**src/rtl/ds3cb_pkg.sv**
```systemverilog
package ds3cb_pkg;

  typedef enum logic [3:0] {
    SRC_PAY, SRC_ONE, SRC_ZERO, SRC_X, SRC_PAR,
    SRC_FEAC, SRC_UDL, SRC_FEBE, SRC_DL
  } ds3cb_src_e;

  // Source of the overhead bit in block blk of subframe sf.
  function automatic ds3cb_src_e ds3cb_oh_src(input logic [31:0] sf,
                                              input logic [31:0] blk);
    logic [31:0] c;
    c = (blk >> 1) - 32'd1;
    case (blk)
      32'd0: begin
        if (sf < 32'd2)       return SRC_X;
        else if (sf < 32'd4)  return SRC_PAR;
        else if (sf == 32'd5) return SRC_ONE;
        else                  return SRC_ZERO;
      end
      32'd1, 32'd7: return SRC_ONE;
      32'd3, 32'd5: return SRC_ZERO;
      default: begin
        case (sf)
          32'd0:   return (c == 32'd2) ? SRC_FEAC : SRC_ONE;
          32'd1:   return (c == 32'd1) ? SRC_ONE : SRC_UDL;
          32'd2:   return SRC_PAR;
          32'd3:   return SRC_FEBE;
          32'd4:   return SRC_DL;
          default: return SRC_UDL;
        endcase
      end
    endcase
  endfunction

  function automatic logic ds3cb_pick(input ds3cb_src_e s, input logic pay,
                                      input logic x, input logic par,
                                      input logic feac, input logic udl,
                                      input logic febe, input logic dl);
    case (s)
      SRC_PAY:  return pay;
      SRC_ONE:  return 1'b1;
      SRC_X:    return x;
      SRC_PAR:  return par;
      SRC_FEAC: return feac;
      SRC_UDL:  return udl;
      SRC_FEBE: return febe;
      SRC_DL:   return dl;
      default:  return 1'b0;
    endcase
  endfunction

endpackage

```
**src/rtl/ds3cb_poscnt.sv**
```systemverilog
module ds3cb_poscnt #(
  parameter int PAY_BITS  = 84,
  parameter int BLOCKS    = 8,
  parameter int SUBFRAMES = 7,
  localparam int BW = $clog2(PAY_BITS + 1),
  localparam int KW = $clog2(BLOCKS),
  localparam int SW = $clog2(SUBFRAMES)
) (
  input  logic          clk,
  input  logic          rst,
  output logic [BW-1:0] bit_o,
  output logic [KW-1:0] blk_o,
  output logic [SW-1:0] sf_o
);

  logic bit_wrap, blk_wrap, sf_wrap;
  assign bit_wrap = (bit_o == BW'(PAY_BITS));
  assign blk_wrap = (blk_o == KW'(BLOCKS - 1));
  assign sf_wrap  = (sf_o == SW'(SUBFRAMES - 1));

  always_ff @(posedge clk) begin
    if (rst) begin
      bit_o <= '0;
      blk_o <= '0;
      sf_o  <= '0;
    end else if (!bit_wrap) begin
      bit_o <= bit_o + 1'b1;
    end else begin
      bit_o <= '0;
      if (!blk_wrap) begin
        blk_o <= blk_o + 1'b1;
      end else begin
        blk_o <= '0;
        sf_o  <= sf_wrap ? '0 : sf_o + 1'b1;
      end
    end
  end

endmodule

```
**src/rtl/ds3cb_parity.sv**
```systemverilog
module ds3cb_parity (
  input  logic clk,
  input  logic rst,
  input  logic take,
  input  logic din,
  input  logic close,
  output logic par_o
);

  logic acc;

  always_ff @(posedge clk) begin
    if (rst) begin
      acc   <= 1'b0;
      par_o <= 1'b0;
    end else if (take) begin
      if (close) begin
        par_o <= acc ^ din;
        acc   <= 1'b0;
      end else begin
        acc <= acc ^ din;
      end
    end
  end

endmodule

```
**src/rtl/ds3cb_framegen.sv**
```systemverilog
module ds3cb_framegen
  import ds3cb_pkg::*;
#(
  parameter int PAY_BITS  = 84,
  parameter int BLOCKS    = 8,
  parameter int SUBFRAMES = 7,
  localparam int BW = $clog2(PAY_BITS + 1),
  localparam int KW = $clog2(BLOCKS),
  localparam int SW = $clog2(SUBFRAMES)
) (
  input  logic          clk,
  input  logic          rst,
  output logic          payload_req,
  input  logic          payload_in,
  input  logic          x_in,
  input  logic          feac_in,
  input  logic          dl_in,
  input  logic          udl_in,
  input  logic          febe_in,
  output logic          line_out,
  output logic          frame_start,
  output logic [SW-1:0] sf_idx,
  output logic [KW-1:0] blk_idx,
  output logic [BW-1:0] bit_idx
);

  // Stage A: position whose payload is being requested.
  logic [BW-1:0] a_bit;
  logic [KW-1:0] a_blk;
  logic [SW-1:0] a_sf;

  ds3cb_poscnt #(.PAY_BITS(PAY_BITS), .BLOCKS(BLOCKS), .SUBFRAMES(SUBFRAMES))
    u_pos (.clk(clk), .rst(rst), .bit_o(a_bit), .blk_o(a_blk), .sf_o(a_sf));

  assign payload_req = (a_bit != '0);

  // Stage B: the position whose line value is formed this cycle.
  logic          b_vld;
  logic [BW-1:0] b_bit;
  logic [KW-1:0] b_blk;
  logic [SW-1:0] b_sf;

  always_ff @(posedge clk) begin
    if (rst) begin
      b_vld <= 1'b0;
      b_bit <= '0;
      b_blk <= '0;
      b_sf  <= '0;
    end else begin
      b_vld <= 1'b1;
      b_bit <= a_bit;
      b_blk <= a_blk;
      b_sf  <= a_sf;
    end
  end

  logic b_is_pay, b_frame_end, b_origin, par_prev, b_val;
  ds3cb_src_e b_src;

  assign b_is_pay    = b_vld && (b_bit != '0);
  assign b_frame_end = b_is_pay && (b_bit == BW'(PAY_BITS)) &&
                       (b_blk == KW'(BLOCKS - 1)) &&
                       (b_sf == SW'(SUBFRAMES - 1));
  assign b_origin    = b_vld && (b_bit == '0) && (b_blk == '0) && (b_sf == '0);

  ds3cb_parity u_par (
    .clk(clk), .rst(rst), .take(b_is_pay), .din(payload_in),
    .close(b_frame_end), .par_o(par_prev)
  );

  always_comb begin
    b_src = b_is_pay ? SRC_PAY : ds3cb_oh_src(32'(b_sf), 32'(b_blk));
    b_val = ds3cb_pick(b_src, payload_in, x_in, par_prev, feac_in,
                       udl_in, febe_in, dl_in);
  end

  // Output stage.
  logic o_vld;

  always_ff @(posedge clk) begin
    if (rst) begin
      o_vld       <= 1'b0;
      line_out    <= 1'b0;
      frame_start <= 1'b0;
      sf_idx      <= '0;
      blk_idx     <= '0;
      bit_idx     <= '0;
    end else begin
      o_vld       <= b_vld;
      line_out    <= b_vld && b_val;
      frame_start <= b_origin;
      sf_idx      <= b_sf;
      blk_idx     <= b_blk;
      bit_idx     <= b_bit;
    end
  end

endmodule

```
**config.mk**
```make
export PLATFORM = sky130hd
export DESIGN_NAME = ds3cb_framegen
export DESIGN_NICKNAME = d
export VERILOG_FILES = /design/src/rtl/ds3cb_pkg.sv /design/src/rtl/ds3cb_poscnt.sv /design/src/rtl/ds3cb_parity.sv /design/src/rtl/ds3cb_framegen.sv
export SDC_FILE = /design/constraint.sdc
export NUM_CORES = 1
export LEC_CHECK = 0
export BUFFER_PORTS_ARGS = -buffer_cell sky130_fd_sc_hd__clkbuf_2
export CAP_MARGIN = 20
export CORE_MARGIN = 2
export CORE_UTILIZATION = 33
export DETAILED_ROUTE_END_ITERATION = 7
export HOLD_SLACK_MARGIN = 0.12
export PLACE_DENSITY = 0.57
export RECOVER_POWER = 100
export SYNTH_ARGS = -nofsm -noshare
export SYNTH_HDL_FRONTEND = slang
export SYNTH_SLANG_ARGS = --single-unit
```
**constraint.sdc**
```tcl
create_clock -name clk -period 4.3 [get_ports clk]
set_clock_uncertainty 0.2 [all_clocks]
set_input_delay 0.645 -clock clk [delete_from_list [all_inputs] [get_ports clk]]
set_output_delay 0.645 -clock clk [all_outputs]
set_load 0.05 [all_outputs]
```
==> impl_metrics.toml, run 1 <==
[timing]
slew_headroom = 0.0419
period_needed_ns = 2.35
tightest_slew_ns = 1.44
slew_viol_final = 0
fin_tns_setup_ns = 0
setup_viol_count_final = 0
min_period_over_period = 0.546
hold_viol = 0
fin_hold_ws_ns = 0.263
rsz0062_at_grt = "false"
fmax_mhz = 426

[worst_setup_path]
critical_path_class = "flop to primary output"
path_max_fanout = 4
r2r_setup_slack_ns = 2.17
required_ns = 3.45
worstPathArrival_ns = 1.50
cp-start-kind = "flop"
reg2reg_depth = 5
r2r_end = "line_out$_SDFF_PP0_"
startpoint = "u_pos.bit_o[0]$_SDFF_PP0_"
critPathCaptureType = "primary output"
r2r_start = "b_bit[1]$_SDFF_PP0_"

[synthesis]
avgSynthCellArea_sq_um = 9.35
synthTopCellsByArea = "dfxtp_1, nor2b_1, nor2_1"
synth_top_area_share = 0.491
synth_fp_nets = 204
async_reset_ff_frac = 0
synth_top_cell_by_area = "dfxtp_1"
yosys_register_bits = 44
netlist-cell-type-count = 41
synth-edff-count = 0
synth.yosys.seq_area_share = 0.491
netlist_area_sq_mm = 0.00180
ys.flop_type = "dfxtp_1"
syn_inst = 192
yosys_warnings = 0

[place]
dpl.hpwl_um = 2340
place_congestion = 0.908
port_buffers = 23
dpl_cell_area_sq_mm = 0.00196
placedCellCount = 274

[clock_network]
cts_resized = 0
path_clk_slew_ns = 0.08
clk_path_buf_depth = 2
cts_setup_buffers = 0
cts_tree = "built"
hold_buffers = 0
clock-root-buffer = "clkbuf_8"
clkSinkCount = 44
cts-htree-levels = 2
cts_buffers = 5
insertion_delay_ns = 0.29

[routing]
wl_met3_um = 143
first_iter_violations = 64
route.met2.wl_um = 1430
wl_per_cell_um = 11.5
wl_met1_um = 1600
final_antenna_net_count = 0
drt_pre_antenna_iters = 4
num_vias = 1346
drc = 0
avgViaCountPerCell = 4.77
top_layer = "met4"
wl_um = 3250

[floorplanning]
dieArea_sq_mm = 0.00605
initial_core_util = 0.347
ios = 24
core.rowCount = 26
die_w_um = 77.8
die_y_um = 77.8
coreArea_sq_mm = 0.00517

[grt]
overflow = 0
grt_pass1_wl_um = 5700
grt_pass1_vias = 1261
grt_max_degree = 38
antenna_found_initial = 0
grtUsageTotal = 0.118

[job]
maxCapViolCount = 0

[finish]
area_growth_pct = 13.2
num-fill-cells = 551
final_area_sq_mm = 0.00203
drive_gt1_frac = 0.0896
antenna_cells = 0
final_nets = 223
finalNonFillerCells = 282
final_util = 0.393

[outcome]
outcome = "complete, no violations"

[worst_hold_path]
hp-start = "u_pos.bit_o[0]$_SDFF_PP0_"
hold_depth = 1
min_to = "u_pos.bit_o[0]$_SDFF_PP0_"
hold_class = "flop to flop"

[pwr]
leakage_nw = 0.743
vdd_drop_max_mv = 0.144
p_per_area_mw_per_mm2 = 362
[cell type report]
cell class                 count  area, sq um  area share
multi-input combinational    130          847       0.417
timing repair buffer          23         93.8      0.0462
clock inverter                 2         15.0     0.00738
tap                           70         87.6      0.0431
inverter                       7         26.3      0.0129
clock buffer                   6         82.6      0.0406
sequential                    44          881       0.433
[metal layers]
metal  vias up  GRT usage
li1        697          -
met1       609      0.151
met2        32      0.177
met3         8     0.0302
met4         0     0.0714
met5         -          0
[Yosys cell counts (all sizes together), types with 5 or more instances]
| cell type | count |
|---|---|
| nor2b | 25 |
| inv | 7 |
| clkbuf | 11 |
| and3 | 5 |
| mux2i | 5 |
| dfxtp | 44 |
| o21ai | 6 |
| nor2 | 26 |
| nand3 | 6 |
[kinds of logic after synthesis]
group                      synth area share
and+or+nand+nor                       0.262
DFF                                   0.491
AOI/OAI and AO/OA                     0.120
buffers and inverters                0.0376
xor gates and xnor gates             0.0341
muxes                                0.0279
adders and majority gates            0.0279
[worst max path at each step]
stage          slack, ns                         to
2_1_floorplan       2.28        line_out$_SDFF_PP0_
3_3_place_gp        2.17        line_out$_SDFF_PP0_
3_5_place_dp        2.18        line_out$_SDFF_PP0_
4_1_cts             2.12                payload_req
5_1_grt             1.78  u_pos.bit_o[4]$_SDFF_PP0_
6_report            1.95                payload_req
[where the power goes]
part           internal (W)   total, W  switching [W]  leakage (nW)
sequential         0.000414   0.000419     0.00000474         0.356
combinational     0.0000163  0.0000481      0.0000318         0.343
clock              0.000130   0.000268       0.000139        0.0434
total              0.000560   0.000736       0.000175         0.743
[worst max-delay path, stage by stage, from the launching register on]
cell      delay (ns)
dfxtp_1         0.37
inv_1           0.08
ha_1            0.21
nand3_1         0.08
clkbuf_1        0.47
[sequential cells by signal (all words and copies together) (netlist names)]
register     flops
b_bit            7
b_blk            3
b_sf             3
b_vld            1
bit_idx          7
blk_idx          3
frame_start      1
line_out         1
sf_idx           3
u_par.acc        1
u_par.par_o      1
u_pos.bit_o      7
u_pos.blk_o      3
u_pos.sf_o       3
[per-stage QoR]
step           setup slack (ns)  total power, W
2_1_floorplan              2.28        0.000466
3_3_place_gp               2.17        0.000478
3_5_place_dp               2.18        0.000478
4_1_cts                    2.12        0.000750
5_1_grt                    1.78        0.000769
6_report                   1.95        0.000736
[cells in the final DEF, fill, tap and decap left out, types with 2 or more instances in the layout]
cell and n:
mux2i_1 5, or4_4 2, o21ai_1 2, xnor2_1 4, xor2_1 3, a211oi_1 2, nand4_1 3, ha_1 4
nand3_1 6, dfxtp_1 44, nand2_1 3, nor2_1 26, o21a_1 4, clkinvlp_4 2, nor2b_1 25, o31ai_1 2
o21ai_0 4, nor3_1 4, nor4_1 3, a21oi_1 4, and3_1 5, clkbuf_2 6, clkbuf_8 6, inv_1 7
clkbuf_1 17
Note: power is estimated with default switching activity, not from simulation.
==> run 2: changes to the inputs <==
--- a/config.mk
+++ b/config.mk
@@ -11,7 +11,7 @@
 export CORE_UTILIZATION = 33
 export DETAILED_ROUTE_END_ITERATION = 7
 export HOLD_SLACK_MARGIN = 0.12
-export PLACE_DENSITY = 0.57
+export PLACE_DENSITY = 0.58
 export RECOVER_POWER = 100
 export SYNTH_ARGS = -nofsm -noshare
 export SYNTH_HDL_FRONTEND = slang
==> constraint.sdc (replaced) <==
create_clock -name clk -period 2.06 [get_ports clk]
set_clock_uncertainty 0.2 [all_clocks]
set_input_delay 0.309 -clock clk [delete_from_list [all_inputs] [get_ports clk]]
set_output_delay 0.309 -clock clk [all_outputs]
set_load 0.05 [all_outputs]
==> impl_metrics.toml, run 2 (synthesis results as in run 1) <==
[finish]
final_util = 0.418
antenna_cells = 0
area_growth_pct = 20.3
finalNonFillerCells = 293
reg_top3 = "b_bit: 7 flops, bit_idx: 7 flops, u_pos.bit_o: 7 flops"
final_area_sq_mm = 0.00216
final_nets = 234
mostFrequentLayoutCell = "dfxtp_1"
drive_gt1_frac = 0.152
mostFrequentLayoutCells = "dfxtp_1, nor2_1, nor2b_1, clkbuf_1, buf_4"

[worst_setup_path]
cpMostUsedCell = "or4_4"
cpMaxStageDelayCell = "or4_4"
worstPathArrival_ns = 2.11
cp-start-kind = "flop"
required_ns = 2.09
slowest_delay_ns = 0.52
critical_path_class = "flop to flop"
critPathCaptureType = "flop"
r2r_setup_slack_ns = -0.02
crit_chain = "or4_4, or4_4, a221oi_2, o221ai_2, a211oi_2"
path_max_fanout = 4

[pwr]
p_seq_frac = 0.515
p_int_w = 0.00133
switching_share = 0.217
pwr-share-clk = 0.422
comb_power_share = 0.064
power_switching_w = 0.000369
p_per_area_mw_per_mm2 = 787
finalPower_w = 0.00170
vdd_drop_max_mv = 0.288
leakage_nw = 0.822

[outcome]
failed_checks = "negative setup slack"
outcome = "finished, violations left"

[floorplanning]
coreArea_sq_mm = 0.00517
ios = 24
initial_core_util = 0.347
die_y_um = 77.8
dieArea_sq_mm = 0.00605
die_w_um = 77.8
core.rowCount = 26

[timing]
worst_slack_ns = -0.0210
period_needed_ns = 2.08
hold_viol = 0
slew_viol_final = 0
slew_headroom = 0.595
fmax_mhz = 481
min_period_over_period = 1.01
rsz0062_at_grt = "true"
setup_viol_count_final = 1
fin_tns_setup_ns = -0.0210
tightest_slew_ns = 0.611

[grt]
grt_pass1_vias = 1258
grt_max_degree = 20
antenna_found_initial = 0
grtUsageTotal = 0.121
grt_pass1_wl_um = 5710
overflow = 0

[clock_network]
insertion_delay_ns = 0.30
hold_buffers = 0
path_clk_slew_ns = 0.08
cts_buffers = 5
clk_path_buf_depth = 2
cts_setup_buffers = 0
cts_tree = "built"
clkSinkCount = 44
cts-htree-levels = 2
clock-root-buffer = "clkbuf_8"

[routing]
first_iter_violations = 45
num_vias = 1383
drt_pre_antenna_iters = 4
drc = 0
wl_per_cell_um = 11.6
avgViaCountPerCell = 4.72
wl_um = 3390
final_antenna_net_count = 0

[place]
dpl.hpwl_um = 2400
dpl_cell_area_sq_mm = 0.00204
port_buffers = 23
placedCellCount = 285
place_congestion = 0.909

[worst_hold_path]
hold_class = "input port to flop"

[job]
maxCapViolCount = 0
-- run 2: final timing paths --
path / from / endpoint / cells after the start
worst max-delay path: b_bit[1]$_SDFF_PP0_ / line_out$_SDFF_PP0_ / 5
worst min register to register: u_pos.bit_o[0]$_SDFF_PP0_ / u_pos.bit_o[0]$_SDFF_PP0_ / 1
worst min-delay path: payload_in / u_par.par_o$_SDFFE_PP0P_ / 3
worst max register to register: b_bit[1]$_SDFF_PP0_ / line_out$_SDFF_PP0_ / 5
-- run 2: layout make-up --
class | count | area [sq um]
clock inverters | 1 | 30.0
clock buffers | 7 | 96.3
inverters | 7 | 26.3
fillers | 527 | 3010
flip-flops and latches | 44 | 882
well taps | 70 | 87.6
repair buffers | 34 | 171
multi-input cells | 130 | 866
-- run 2: routing by layer --
layer / global-route usage / vias up / wire length, um
met5: 0 / - / 0
met4: 0.0875 / 0 / 110
met3: 0.0337 / 11 / 183
met2: 0.181 / 28 / 1450
met1: 0.147 / 624 / 1640
li1: - / 720 / -
-- run 2: critical path, delay by kind of cell, from the launching register on --
family	cells	cell delay (ns)
and+or+nand+nor	2	0.99
DFF	1	0.32
AOI/OAI and AO/OA	3	0.48
-- run 2: through the flow --
| step | hold slack (ns) | setup slack, ns |
|---|---|---|
| 4_1_cts | 0.149 | -0.0160 |
| 3_3_place_gp | 0.249 | 0.00367 |
| 6_report | 0.165 | -0.0210 |
| 2_1_floorplan | 0.226 | 0.0381 |
| 3_5_place_dp | 0.257 | -0.0303 |
| 5_1_grt | 0.201 | -0.0879 |
-- run 2: power by group through the flow --
stage / sequential, W / clock [W] / combinational (W)
2_1_floorplan: 0.000908 / 0 / 0.0000640
3_3_place_gp: 0.000894 / 0 / 0.000107
3_5_place_dp: 0.000895 / 0 / 0.000107
4_1_cts: 0.000875 / 0.000736 / 0.000108
5_1_grt: 0.000878 / 0.000779 / 0.000119
6_report: 0.000875 / 0.000717 / 0.000108
-- run 2: repair_timing --
| item | 4_1_cts | 5_1_grt |
|---|---|---|
| resized for setup | 1 | 3 |
| pin swaps | 1 | 0 |
| setup endpoints to repair | 1 | 2 |
